## config.mk

```make
export PLATFORM = sky130hd
export DESIGN_NAME = isp_byte_shifter
export DESIGN_NICKNAME = d
export VERILOG_FILES = /design/src/rtl/isp_shift_pkg.sv /design/src/rtl/isp_speed_map.sv /design/src/rtl/isp_phase_timer.sv /design/src/rtl/isp_byte_buf.sv /design/src/rtl/isp_byte_shifter.sv
export SDC_FILE = /design/constraint.sdc
export NUM_CORES = 1
export LEC_CHECK = 0
export BUFFER_PORTS_ARGS = -buffer_cell sky130_fd_sc_hd__buf_2
export CAP_MARGIN = 20
export CORE_AREA = 5 5 125 139
export DETAILED_ROUTE_END_ITERATION = 8
export DIE_AREA = 0 0 130 144
export HOLD_SLACK_MARGIN = 0.05
export PLACE_DENSITY_LB_ADDON = 0.2
export SLEW_MARGIN = 20
export SYNTH_ARGS = -nofsm -noshare
export SYNTH_HDL_FRONTEND = slang
export SYNTH_SLANG_ARGS = --single-unit
export TNS_END_PERCENT = 10
```

## constraint.sdc

```tcl
create_clock -name clk -period 3.5 [get_ports clk]
set_input_delay 0.875 -clock clk [delete_from_list [all_inputs] [get_ports clk]]
set_output_delay 0.875 -clock clk [all_outputs]
set_load 0.02 [all_outputs]
```

## src/rtl/isp_shift_pkg.sv

```systemverilog
package isp_shift_pkg;

  localparam int BYTE_W    = 8;
  localparam int BIT_IDX_W = $clog2(BYTE_W);

  typedef enum logic [1:0] {
    SHF_IDLE  = 2'd0,
    SHF_SETUP = 2'd1,
    SHF_HOLD  = 2'd2
  } shf_state_e;

endpackage

```

## src/rtl/isp_speed_map.sv

```systemverilog
// Maps a host speed code to a half-period expressed in timer ticks.
module isp_speed_map #(
  parameter int CODE_W   = 8,
  parameter int TICK_W   = 8,
  parameter bit FAST_CLK = 1'b1
) (
  input  logic [CODE_W-1:0] code_i,
  output logic [TICK_W-1:0] ticks_o
);

  localparam int SUM_W  = CODE_W + 1;
  localparam int WIDE_W = (SUM_W > TICK_W) ? SUM_W : TICK_W;
  localparam logic [WIDE_W-1:0] TICK_MAX = WIDE_W'((2 ** TICK_W) - 1);

  logic [WIDE_W-1:0] np1;
  logic [WIDE_W-1:0] formula;
  logic [WIDE_W-1:0] mapped;

  assign np1 = WIDE_W'(code_i) + WIDE_W'(1);

  generate
    if (FAST_CLK) begin : g_fast
      assign formula = (np1 >> 1) - (np1 >> 3) + (np1 >> 5);
    end else begin : g_slow
      assign formula = (np1 >> 2) + (np1 >> 4);
    end
  endgenerate

  always_comb begin
    if (code_i < CODE_W'(2)) begin
      mapped = '0;
    end else if (code_i == CODE_W'(2)) begin
      mapped = WIDE_W'(1);
    end else if (code_i == CODE_W'(3)) begin
      mapped = WIDE_W'(2);
    end else begin
      mapped = formula;
    end
  end

  // saturate when the tick field is narrower than the formula result
  assign ticks_o = (mapped > TICK_MAX) ? {TICK_W{1'b1}} : mapped[TICK_W-1:0];

endmodule

```

## src/rtl/isp_phase_timer.sv

```systemverilog
// Down-counter timing one serial clock phase in system cycles.
module isp_phase_timer #(
  parameter int PHASE_W = 10
) (
  input  logic               clk,
  input  logic               rst_n,
  input  logic               load_i,
  input  logic [PHASE_W-1:0] load_val_i,
  output logic               expired_o
);

  logic [PHASE_W-1:0] cnt_q;
  logic [PHASE_W-1:0] cnt_d;
  logic               cnt_en;

  always_comb begin
    cnt_en = load_i || (cnt_q != '0);
    if (load_i) begin
      cnt_d = load_val_i;
    end else begin
      cnt_d = cnt_q - PHASE_W'(1);
    end
  end

  always_ff @(posedge clk or negedge rst_n) begin
    if (!rst_n) begin
      cnt_q <= '0;
    end else if (cnt_en) begin
      cnt_q <= cnt_d;
    end
  end

  assign expired_o = (cnt_q == '0);

endmodule

```

## src/rtl/isp_byte_buf.sv

```systemverilog
// Small command byte store: one write port, one combinational read port.
module isp_byte_buf #(
  parameter int DEPTH  = 8,
  parameter int ADDR_W = 3,
  parameter int IDX_W  = 4
) (
  input  logic                            clk,
  input  logic                            rst_n,
  input  logic                            wr_en_i,
  input  logic [ADDR_W-1:0]               wr_addr_i,
  input  logic [isp_shift_pkg::BYTE_W-1:0] wr_data_i,
  input  logic [IDX_W-1:0]                rd_idx_i,
  output logic [isp_shift_pkg::BYTE_W-1:0] rd_data_o
);

  import isp_shift_pkg::*;

  logic [DEPTH*BYTE_W-1:0] flat;

  generate
    for (genvar s = 0; s < DEPTH; s++) begin : g_slot
      logic              slot_we;
      logic [BYTE_W-1:0] slot_q;

      assign slot_we = wr_en_i && (wr_addr_i == ADDR_W'(s));

      always_ff @(posedge clk or negedge rst_n) begin
        if (!rst_n) begin
          slot_q <= '0;
        end else if (slot_we) begin
          slot_q <= wr_data_i;
        end
      end

      assign flat[s*BYTE_W +: BYTE_W] = slot_q;
    end
  endgenerate

  always_comb begin
    rd_data_o = '0;
    for (int j = 0; j < DEPTH; j++) begin
      if (rd_idx_i == IDX_W'(j)) begin
        rd_data_o = flat[j*BYTE_W +: BYTE_W];
      end
    end
  end

endmodule

```

## src/rtl/isp_byte_shifter.sv

```systemverilog
// Bit-serial byte shifter for a three-wire programming link.
module isp_byte_shifter #(
  parameter int BUF_DEPTH = 8,
  parameter int CODE_W    = 8,
  parameter int TICK_W    = 8,
  parameter int TICK_DIV  = 4,
  parameter bit FAST_CLK  = 1'b1,
  localparam int ADDR_W   = $clog2(BUF_DEPTH),
  localparam int CNT_W    = $clog2(BUF_DEPTH + 1)
) (
  input  logic              clk,
  input  logic              rst_n,
  input  logic              wr_en,
  input  logic [ADDR_W-1:0] wr_addr,
  input  logic [7:0]        wr_data,
  input  logic              start,
  input  logic [CNT_W-1:0]  byte_count,
  input  logic [CODE_W-1:0] speed_code,
  input  logic              miso_invert,
  input  logic              miso,
  output logic              sck,
  output logic              mosi,
  output logic              busy,
  output logic              done,
  output logic [7:0]        rx_byte
);

  import isp_shift_pkg::*;

  localparam int PHASE_MAX = 1 + ((2 ** TICK_W) - 1) * TICK_DIV;
  localparam int PHASE_W   = $clog2(PHASE_MAX + 1);
  localparam logic [BIT_IDX_W-1:0] LAST_BIT = BIT_IDX_W'(BYTE_W - 1);

  // ---------------------------------------------------------------- state
  shf_state_e            state_q, state_d;
  logic [BYTE_W-1:0]     shift_q, shift_d;
  logic                  mosi_q, mosi_d;
  logic                  sck_q, sck_d;
  logic                  done_q, done_d;
  logic [BYTE_W-1:0]     rx_q, rx_d;
  logic [CNT_W-1:0]      idx_q, idx_d;
  logic [CNT_W-1:0]      total_q, total_d;
  logic [BIT_IDX_W-1:0]  bit_q, bit_d;
  logic [PHASE_W-1:0]    len_q, len_d;

  // ------------------------------------------------------- helper signals
  logic [TICK_W-1:0]     ticks;
  logic [PHASE_W-1:0]    new_len;
  logic [CNT_W-1:0]      count_cl;
  logic [CNT_W-1:0]      rd_idx;
  logic [BYTE_W-1:0]     rd_data;
  logic                  tmr_load;
  logic [PHASE_W-1:0]    tmr_val;
  logic                  tmr_expired;
  logic                  miso_s;
  logic                  xfer_en;
  logic                  byte_end;
  logic                  burst_end;

  isp_speed_map #(
    .CODE_W  (CODE_W),
    .TICK_W  (TICK_W),
    .FAST_CLK(FAST_CLK)
  ) u_map (
    .code_i (speed_code),
    .ticks_o(ticks)
  );

  isp_byte_buf #(
    .DEPTH (BUF_DEPTH),
    .ADDR_W(ADDR_W),
    .IDX_W (CNT_W)
  ) u_buf (
    .clk      (clk),
    .rst_n    (rst_n),
    .wr_en_i  (wr_en),
    .wr_addr_i(wr_addr),
    .wr_data_i(wr_data),
    .rd_idx_i (rd_idx),
    .rd_data_o(rd_data)
  );

  isp_phase_timer #(
    .PHASE_W(PHASE_W)
  ) u_tmr (
    .clk       (clk),
    .rst_n     (rst_n),
    .load_i    (tmr_load),
    .load_val_i(tmr_val),
    .expired_o (tmr_expired)
  );

  assign new_len  = PHASE_W'(1) + PHASE_W'(ticks) * PHASE_W'(TICK_DIV);
  assign count_cl = (byte_count > CNT_W'(BUF_DEPTH)) ? CNT_W'(BUF_DEPTH) : byte_count;
  assign rd_idx   = (state_q == SHF_IDLE) ? '0 : (idx_q + CNT_W'(1));
  assign miso_s   = miso ^ miso_invert;
  assign byte_end = (bit_q == LAST_BIT);
  assign burst_end = byte_end && ((idx_q + CNT_W'(1)) == total_q);
  assign xfer_en  = start || (state_q != SHF_IDLE);

  // ------------------------------------------------------- next state
  always_comb begin
    state_d  = state_q;
    shift_d  = shift_q;
    mosi_d   = mosi_q;
    sck_d    = sck_q;
    done_d   = 1'b0;
    rx_d     = rx_q;
    idx_d    = idx_q;
    total_d  = total_q;
    bit_d    = bit_q;
    len_d    = len_q;
    tmr_load = 1'b0;
    tmr_val  = len_q - PHASE_W'(1);

    unique case (state_q)
      SHF_IDLE: begin
        if (start) begin
          if (count_cl == '0) begin
            done_d = 1'b1;
            rx_d   = '0;
          end else begin
            state_d  = SHF_SETUP;
            shift_d  = rd_data;
            mosi_d   = rd_data[BYTE_W-1];
            sck_d    = 1'b0;
            idx_d    = '0;
            total_d  = count_cl;
            bit_d    = '0;
            len_d    = new_len;
            tmr_load = 1'b1;
            tmr_val  = new_len - PHASE_W'(1);
          end
        end
      end

      SHF_SETUP: begin
        if (tmr_expired) begin
          state_d  = SHF_HOLD;
          sck_d    = 1'b1;
          shift_d  = {shift_q[BYTE_W-2:0], miso_s};
          tmr_load = 1'b1;
        end
      end

      SHF_HOLD: begin
        if (tmr_expired) begin
          sck_d = 1'b0;
          if (burst_end) begin
            state_d = SHF_IDLE;
            done_d  = 1'b1;
            rx_d    = shift_q;
            mosi_d  = 1'b0;
          end else if (byte_end) begin
            state_d  = SHF_SETUP;
            idx_d    = idx_q + CNT_W'(1);
            shift_d  = rd_data;
            mosi_d   = rd_data[BYTE_W-1];
            bit_d    = '0;
            tmr_load = 1'b1;
          end else begin
            state_d  = SHF_SETUP;
            bit_d    = bit_q + BIT_IDX_W'(1);
            mosi_d   = shift_q[BYTE_W-1];
            tmr_load = 1'b1;
          end
        end
      end

      default: begin
        state_d = SHF_IDLE;
        sck_d   = 1'b0;
        mosi_d  = 1'b0;
      end
    endcase
  end

  // ------------------------------------------------------- registers
  always_ff @(posedge clk or negedge rst_n) begin
    if (!rst_n) begin
      state_q <= SHF_IDLE;
      shift_q <= '0;
      mosi_q  <= 1'b0;
      sck_q   <= 1'b0;
      idx_q   <= '0;
      total_q <= '0;
      bit_q   <= '0;
      len_q   <= '0;
    end else if (xfer_en) begin
      state_q <= state_d;
      shift_q <= shift_d;
      mosi_q  <= mosi_d;
      sck_q   <= sck_d;
      idx_q   <= idx_d;
      total_q <= total_d;
      bit_q   <= bit_d;
      len_q   <= len_d;
    end
  end

  always_ff @(posedge clk or negedge rst_n) begin
    if (!rst_n) begin
      done_q <= 1'b0;
      rx_q   <= '0;
    end else begin
      done_q <= done_d;
      if (done_d) begin
        rx_q <= rx_d;
      end
    end
  end

  assign sck     = sck_q;
  assign mosi    = mosi_q;
  assign busy    = (state_q != SHF_IDLE);
  assign done    = done_q;
  assign rx_byte = rx_q;

endmodule

```

### Word level (Yosys, flattened, before mapping)

Index checks and enable logic that the tools add are counted.

| cells by class | value |
|---|---|
| $add $sub $neg | 9 |
| reductions and logical operators | 27 |
| equal/unequal tests | 28 |
| multiplexer cells | 70 |
| $lt $le $gt $ge | 3 |
| bitwise logic cells | 3 |

Operator list:

| operator | number |
|---|---|
| two-way mux 8 bit | 19 |
| two-way mux 10 bit | 4 |
| subtractor 10 x 1 -> 10 bit (second input constant) | 3 |
| two-way mux 4 bit | 7 |
| two-way mux 9 bit | 3 |
| one-hot mux 8 bit (3 select lines) | 1 |
| two-way mux 1 bit | 19 |
| equality test 4 x 3 -> 1 bit (second input constant) | 4 |
| equality test 8 x 2 -> 1 bit (second input constant) | 2 |
| one-hot mux 8 bit (2 select lines) | 1 |
| equality test 3 bit (second input constant) | 5 |
| two-way mux 3 bit | 5 |
| inequality test 2 bit (second input constant) | 7 |
| AND reduction 6 bit | 2 |
| adder 1 x 10 -> 10 bit (first input constant) | 1 |
| logical NOT 10 bit | 1 |
| AND reduction 5 bit | 2 |
| nonzero test 10 bit | 1 |
| adder 8 x 1 -> 9 bit (second input constant) | 1 |
| adder 9 x 4 -> 9 bit | 1 |
| > comparator 9 x 8 -> 1 bit (second input constant) | 1 |
| logical AND 1 bit | 9 |
| one-hot mux 1 bit (3 select lines) | 3 |
| subtractor 8 x 6 -> 9 bit | 1 |
| other kinds (28) | 37 |

| storage, ports and cells | value |
|---|---|
| register bits | 116 |
| word-level logic and storage cells | 159 |

### Depth between registers and ports, before layout

Gate-level depths: netlist of the first run.

| depth | value |
|---|---|
| word-level depth | 15 |
| depth in mapped cells | 15 |
| gate-level depth less buffers | 15 |

### Hierarchy

A second synthesis of the first run with hierarchy kept.

| second synthesis, totals | value |
|---|---|
| cell total of the unflattened synthesis | 615 |
| area total of the unflattened synthesis | 6602.6 um^2 |

Modules (own cells, without submodules):

| module | cells each | sequential area each (um^2) | area each (um^2) | instances |
|---|---|---|---|---|
| isp_byte_buf | 223 | 1601.5 | 3065.4 | 1 |
| isp_byte_shifter | 230 | 1001.0 | 2189.6 | 1 |
| isp_speed_map | 97 | 0.0 | 755.7 | 1 |
| isp_phase_timer | 65 | 250.2 | 591.8 | 1 |

### Least setup slack after synthesis of the first run

Ideal clock, no wire load.

| path | value |
|---|---|
| kind | input to register |
| start point | input port speed_code[0] |
| end point | register u_tmr.cnt_q[2] |
| arrival time | 3.909 ns |
| stages on the path | 15 |
| path slack | -0.536 ns |
| buffers on the path | 0 |
| cells stage by stage | ha_1 > nand2_1 > nor2_1 > xnor2_1 > inv_1 > fa_1 > inv_1 > fa_1 > a211oi_1 > o21ai_1 > a31oi_1 > xor2_1 > o21ai_2 > a221oi_2 > o21ai_1 |

| between the ends | value |
|---|---|
| cells in the longest elaborated chain, start to end | 14 |
| elaborated cells between the ends (all ways) | 17 |

RTL lines:

| item | line | text |
|---|---|---|
| start: declaration | isp_byte_shifter.sv:18 | `input logic [CODE_W-1:0] speed_code,` |
| adder 8 x 1 -> 9 bit | isp_speed_map.sv:19 | `assign np1 = WIDE_W'(code_i) + WIDE_W'(1);` |
| subtractor 8 x 6 -> 9 bit | isp_speed_map.sv:23 | `assign formula = (np1 >> 1) - (np1 >> 3) + (np1 >> 5);` |
| adder 9 x 4 -> 9 bit | isp_speed_map.sv:23 |  |
| two-way mux 9 bit | isp_speed_map.sv:34 | `end else if (code_i == CODE_W'(3)) begin` |
| two-way mux 9 bit | isp_speed_map.sv:32 | `end else if (code_i == CODE_W'(2)) begin` |
| two-way mux 9 bit (*) | isp_speed_map.sv:30 | `if (code_i < CODE_W'(2)) begin` |
| > comparator 9 x 8 -> 1 bit | isp_speed_map.sv:42 | `assign ticks_o = (mapped > TICK_MAX) ? {TICK_W{1'b1}} : mapped[TICK_W-1:0];` |
| two-way mux 8 bit (*) | isp_speed_map.sv:42 |  |
| adder 1 x 10 -> 10 bit (*) | isp_byte_shifter.sv:93 | `assign new_len = PHASE_W'(1) + PHASE_W'(ticks) * PHASE_W'(TICK_DIV);` |
| subtractor 10 x 1 -> 10 bit (*) | isp_byte_shifter.sv:132 | `tmr_val = new_len - PHASE_W'(1);` |
| two-way mux 10 bit (*) | isp_byte_shifter.sv:119 | `if (count_cl == '0) begin` |
| two-way mux 10 bit (*) | isp_byte_shifter.sv:118 | `if (start) begin` |
| two-way mux 10 bit (*) | isp_byte_shifter.sv:116 | `unique case (state_q)` |
| two-way mux 10 bit (*) | isp_phase_timer.sv:18 | `if (load_i) begin` |
| end signal: assignment | isp_phase_timer.sv:29 | `cnt_q <= cnt_d;` |
| end: declaration | isp_phase_timer.sv:12 | `logic [PHASE_W-1:0] cnt_q;` |

Mark *: on every way between the ends. The rest lies on a longest branch, timed or not.
A chain may end at the register's enable or synchronous reset.

### Worst setup path in the final report of the first run

Ends and elaborated chain as after synthesis.

==> impl_metrics.yaml, run 1 <==
status:
  status: "complete, no violations"
route:
  final_antenna_net_count: 0
  drc_errors: 0
  wl_per_cell_microns: 16.84
  first_pass_iters: 5
  num_vias: 5217
  via_per_inst: 5.532
  drt-total-wl_mm: 15.88
  first_iter_violations: 315
clocking:
  numCtsBuffers: 17
  clock_sinks: 114
  clockBufferDepth: 2
  cts_root_buf: "clkbuf_16"
  path_clk_slew_ps: 50
  cts_tree: "done"
  hold_buffers: 0
  htree_levels: 4
  clock_latency_ps: 420
setup_path:
  worstPathArrival_ps: 3720
  cp.required_ps: 3790
  path_max_fanout: 5
  r2r-start: "idx_q[1]$_DFFE_PN0P_"
  r2r_slack_ps: 720
  r2r-end: "u_tmr.cnt_q[7]$_DFFE_PN0P_"
  worstPathCellList: "buf_4, ha_4, buf_4, xnor2_1, fa_1, inv_2, fa_2, a211oi_2, o21ai_2, a31oi_1, xor2_1, buf_4, o21ai_4, a221oi_2, o21ai_1"
  startpoint_type: "primary input"
  crit_path_end_kind: "flip-flop"
  cp_slowest_cell: "fa_1"
  critPathMostFrequentCell: "buf_4"
  slowest_delay_ps: 560
  ff2ff_path_depth: 8
  path_class: "in -> reg"
timing:
  slew_headroom_pct: 48.02
  fmax_mhz: 291.8
  fin_tns_setup_ps: 0
  fin_skew_ps: 11.69
  worst_pin_slew_ps: 779.7
  finalCritPeriodShare_pct: 97.92
  rsz0062_at_grt: "true"
  drv_slew: 0
  hold_viol_final: 0
  finalSetupViolations: 0
  min_period_ps: 3427
pwr:
  ir_drop_uv: 412.2
  p_per_area_nw_per_um2: 485.0
  leakagePower_uw: 0.003656
  p_total_uw: 3900
synth:
  ys.flop_type: "dfrtp_1"
  synth_seq_cells: 114
  ys_seq_area_share_pct: 42.89
  synth_area_sq_um: 6651
  synthDistinctLibCells: 69
  synth_edf_count: 0
  syn-num-nets: 702
  synthArstFlopShare_pct: 100.0
  yosysWarnings: 0
  syn_inst: 650
  syn_avg_cell_area_sq_um: 10.23
placement:
  hpwl_mm: 11.37
  place_congestion: 0.8532
  io_buffers: 40
global_route:
  grt_pass1_vias: 5400
  antenna_found_initial: 0
  grt_max_degree: 49
  grt_pass1_wl_mm: 26.65
  grt.total_usage_pct: 18.07
  gr-total-overflow: 0
finish:
  num_antenna_cells: 0
  syn_to_final_growth_pct: 20.90
  layout_commonest_cell: "dfrtp_1"
  num-nets-final: 778
  final_cell_mix: "dfrtp_1, mux2_2, nand2_1"
  drive_gt1_share_pct: 30.58
floorplan:
  die_h_microns: 144
  rows: 49
  dieArea_sq_um: 18720
  io_pins: 41
  start_util_pct: 41.73
  core_area_sq_um: 15940
  die_w_microns: 130
job:
  cap_violations: 0
min_path:
  hp-class: "in -> async"
per-stage QoR:
| step | std cells | area [sq um] | util, % | hold slack [ps] | setup WS (ps) |
|---|---|---|---|---|---|
| 2_1_floorplan | 650 | 6726 | - | 458.6 | -81.58 |
| 3_3_place_gp | 910 | 7375 | 46.26 | 480.4 | -327.4 |
| 3_5_place_dp | 910 | 7375 | 46.26 | 487.0 | -394.2 |
| 4_1_cts | 942 | 7963 | 49.95 | 499.6 | 14.92 |
| 5_1_grt | 943 | 8041 | 50.45 | 506.3 | -133.1 |
| 6_report | 943 | 8041 | 50.45 | 483.3 | 72.64 |
metal layers:
metal,vias to the layer above,track usage (%),wire length [microns]
li1,2530,-,-
met1,2570,23.25,7089
met2,98,30.19,7893
met3,19,4.322,675
met4,0,5.635,221
met5,-,0,0
flip-flops by register name, summed over array words and instances (netlist names):
register / flops
u_tmr.cnt_q: 10
shift_q: 8
sck: 1
mosi: 1
rx_byte: 8
state_q: 1
total_q: 4
bit_q: 3
u_buf.g_slot.slot_q: 64
done: 1
len_q: 9
idx_q: 4
worst max path at each step:
| stage | start | cells after the start | to | slack, ps |
|---|---|---|---|---|
| 6_report | speed_code[0] | 15 | u_tmr.cnt_q[2]$_DFFE_PN0P_ | 70 |
| 5_1_grt | speed_code[3] | 17 | u_tmr.cnt_q[4]$_DFFE_PN0P_ | -130 |
| 4_1_cts | speed_code[1] | 18 | u_tmr.cnt_q[4]$_DFFE_PN0P_ | 10 |
| 3_5_place_dp | speed_code[1] | 18 | u_tmr.cnt_q[4]$_DFFE_PN0P_ | -390 |
| 3_3_place_gp | speed_code[1] | 18 | u_tmr.cnt_q[4]$_DFFE_PN0P_ | -330 |
| 2_1_floorplan | speed_code[1] | 15 | u_tmr.cnt_q[2]$_DFFE_PN0P_ | -80 |
critical path, delay by kind of cell:
family | cells | cell delay, ps
buffers and inverters | 4 | 460
adder cells (fa/ha/maj) | 3 | 1100
AO/OA/AOI/OAI | 6 | 960
XOR/XNOR | 2 | 300
power breakdown:
group          internal [uW]  switching, uW
Sequential              1480           82.3
Clock                   1130            599
Combinational            323            280
Total                   2940            961
area by class of cell:
class / count / area, sq um
Fill cell: 1446 / 7899
Multi-Input combinational cell: 485 / 3706
Sequential cell: 114 / 2853
Timing Repair Buffer: 85 / 553.0
Clock buffer: 22 / 454.2
Tap cell: 204 / 255.2
Clock inverter: 10 / 133.9
Inverter: 23 / 86.33
synthesized netlist by cell type (15+ instances only):
library cell / instances / area share, %
o21ai_0: 48 / 3.6
xnor2_1: 19 / 2.5
nor2_1: 38 / 2.1
a21oi_1: 22 / 1.7
ha_1: 20 / 3.8
o211ai_1: 16 / 1.8
inv_1: 21 / 1.2
nand2_1: 52 / 2.9
nand3_1: 30 / 2.3
mux2i_1: 15 / 2.3
dfrtp_1: 114 / 43
mux2_2: 65 / 11
cell families (layout without fill, tap and decap cells):
logic type      count (synthesis)  in the layout  share of synthesized area (%)
compound gates                161            161                          16.16
xor+xnor                       29             29                          4.139
fa+ha+maj                      23             23                          4.665
buf+inv                        51            140                          3.405
flops                         114            114                          42.89
mux                            80             80                          13.26
simple gates                  192            192                          15.48
repair_timing:
action	CTS	global route
resized for setup	0	14
endpoints found under the setup margin	0	14
setup buffers	0	1
Power figures use the tool's default switching activity.
==> run 2: changes to the inputs <==
- REMOVE_ABC_BUFFERS: unset -> 1
==> run 2 against run 1 <==
Effect of this change: the flow now finishes with violations (negative setup slack); global-route usage down 0.49 points; register-to-register slack got worse by 90 ps; hold slack improved by 9.2 ps; utilization grew 0.79 points; sequential share of layout area is 0.55 points lower; critical path type unchanged; critical endpoint unchanged; highest routed layer unchanged.
==> impl_metrics.yaml, run 2 (same netlist as run 1, synthesis figures left out) <==
global_route:
  top_usage_layer: "met2"
  grt_pass1_wl_mm: 26.41
  grt_pass1_vias: 5312
  grt.total_usage_pct: 17.57
  antenna_found_initial: 0
  grtUsageMet3_pct: 3.177
  gr-total-overflow: 0
  met1_usage_pct: 23.15
  grtUsageMet2_pct: 29.60
  grt_max_degree: 66
timing:
  fin_tns_setup_ps: -125.6
  setup_ws_ps: -53.55
  rsz0062_at_grt: "true"
  min_period_ps: 3554
  hold_viol_final: 0
  slew_headroom_pct: 47.95
  drv_slew: 0
  worst_pin_slew_ps: 780.7
  finalSetupViolations: 4
  fmax_mhz: 281.4
  fin_skew_ps: 7.384
  finalCritPeriodShare_pct: 101.5
pwr:
  p_per_area_nw_per_um2: 479.7
  ir_drop_uv: 339.1
  leakagePower_uw: 0.003677
min_path:
  hp-class: "reg -> reg"
floorplan:
  die_w_microns: 130
  dieArea_sq_um: 18720
  die_h_microns: 144
  io_pins: 41
  rows: 49
  core_area_sq_um: 15940
  start_util_pct: 41.73
route:
  first_iter_violations: 254
  first_pass_iters: 4
  num_vias: 5202
  via_per_inst: 5.499
  wl_per_cell_microns: 16.57
  drc_errors: 0
  final_antenna_net_count: 0
  drt-total-wl_mm: 15.68
setup_path:
  crit_path_end_kind: "flip-flop"
  worstPathArrival_ps: 3840
  cp.required_ps: 3790
  startpoint_type: "primary input"
  path_class: "in -> reg"
  path_max_fanout: 5
placement:
  hpwl_mm: 11.01
  place_congestion: 0.8243
  dpl_worst_slack_ps: -703.7
  io_buffers: 40
  dp.cells: 907
finish:
  syn_to_final_growth_pct: 22.80
  drive_gt1_share_pct: 32.35
  reg.largest.list: "u_buf.g_slot.slot_q: 64 flops, u_tmr.cnt_q: 10 flops, len_q: 9 flops"
  fill_cells: 1404
  num_antenna_cells: 0
  final_util_pct: 51.24
  top_register: "u_buf.g_slot.slot_q"
  instances_no_fill: 946
  largest_reg_flops: 64
  layout_commonest_cell: "dfrtp_1"
  final_cell_mix: "dfrtp_1, mux2_2, nand2_1"
  num-nets-final: 781
job:
  cap_violations: 0
clocking:
  clockBufferDepth: 2
  path_clk_slew_ps: 50
  clock_latency_ps: 410
  htree_levels: 4
  cts_root_buf: "clkbuf_16"
  hold_buffers: 0
  numCtsBuffers: 17
  cts_tree: "done"
  clock_sinks: 114
status:
  status: "finished, violations left"
  violations: "negative setup slack"
-- run 2: changes by cell type in the layout (fill, tap and decap cells not counted), moves of 3 or more --
cell,change
clkbuf_1,-4
ha_1,-3
inv_6,+5
clkinvlp_4,+3
ha_4,+3
-- run 2: cell type report --
type	count	area, sq um	area share, %
multi-input combinational	485	3789	46.38
sequential	114	2853	34.93
timing repair buffer	88	603.1	7.384
clock buffer	17	425.4	5.208
tap	204	255.2	3.125
clock inverter	15	156.4	1.915
inverter	23	86.33	1.057
-- run 2: metal layers --
metal / vias to the layer above / part of all wire (%)
met5: - / 0
met4: 0 / 1.4
met3: 21 / 2.6
met2: 69 / 49
met1: 2575 / 47
li1: 2537 / -
-- run 2: worst paths after layout --
check	slack, ps	end	cells after the start	startpoint
worst max-delay path	-50	u_tmr.cnt_q[2]$_DFFE_PN0P_	17	speed_code[1]
worst min-delay path	490	total_q[1]$_DFFE_PN0P_	2	total_q[1]$_DFFE_PN0P_
worst min register to register	490	total_q[1]$_DFFE_PN0P_	2	total_q[1]$_DFFE_PN0P_
worst max register to register	630	u_tmr.cnt_q[2]$_DFFE_PN0P_	9	u_tmr.cnt_q[0]$_DFFE_PN0P_
max in group asynchronous	2200	sck$_DFFE_PN0P_	2	rst_n
min in group asynchronous	500	u_buf.g_slot[7].slot_q[3]$_DFFE_PN0P_	1	rst_n
-- run 2: what timing repair did --
item	4_1_cts	5_1_grt
setup buffers	3	4
pin swaps	13	24
setup endpoints to repair	16	16
endpoints found under the hold margin	0	0
gates resized for setup	24	20
-- run 2: through the flow --
stage / total power [uW] / cell area (sq um) / hold slack (ps)
final: 3918 / 8168 / 492.5
after CTS: 3922 / 8053 / 495.2
after floorplan: 1930 / 6511 / 458.6
after global routing: 4103 / 8168 / 519.5
after detailed placement: 2157 / 7289 / 482.4
after global placement: 2128 / 7289 / 477.3
-- run 2: report_power, final --
group / total [uW] / internal (uW) / switching (uW)
combinational: 642 / 350 / 292
clock: 1710 / 1050 / 656
sequential: 1570 / 1480 / 84.9
-- run 2: worst max-delay path, cell delays in order --
cell,delay [ps]
buf_8,80
ha_4,150
nand2_4,50
nor2_4,130
xnor2_2,130
inv_1,80
fa_1,520
inv_2,50
fa_2,410
a211oi_2,290
o21ai_1,130
a31oi_1,200
xor2_1,150
buf_4,150
o21ai_4,80
a221oi_2,260
o21ai_1,100
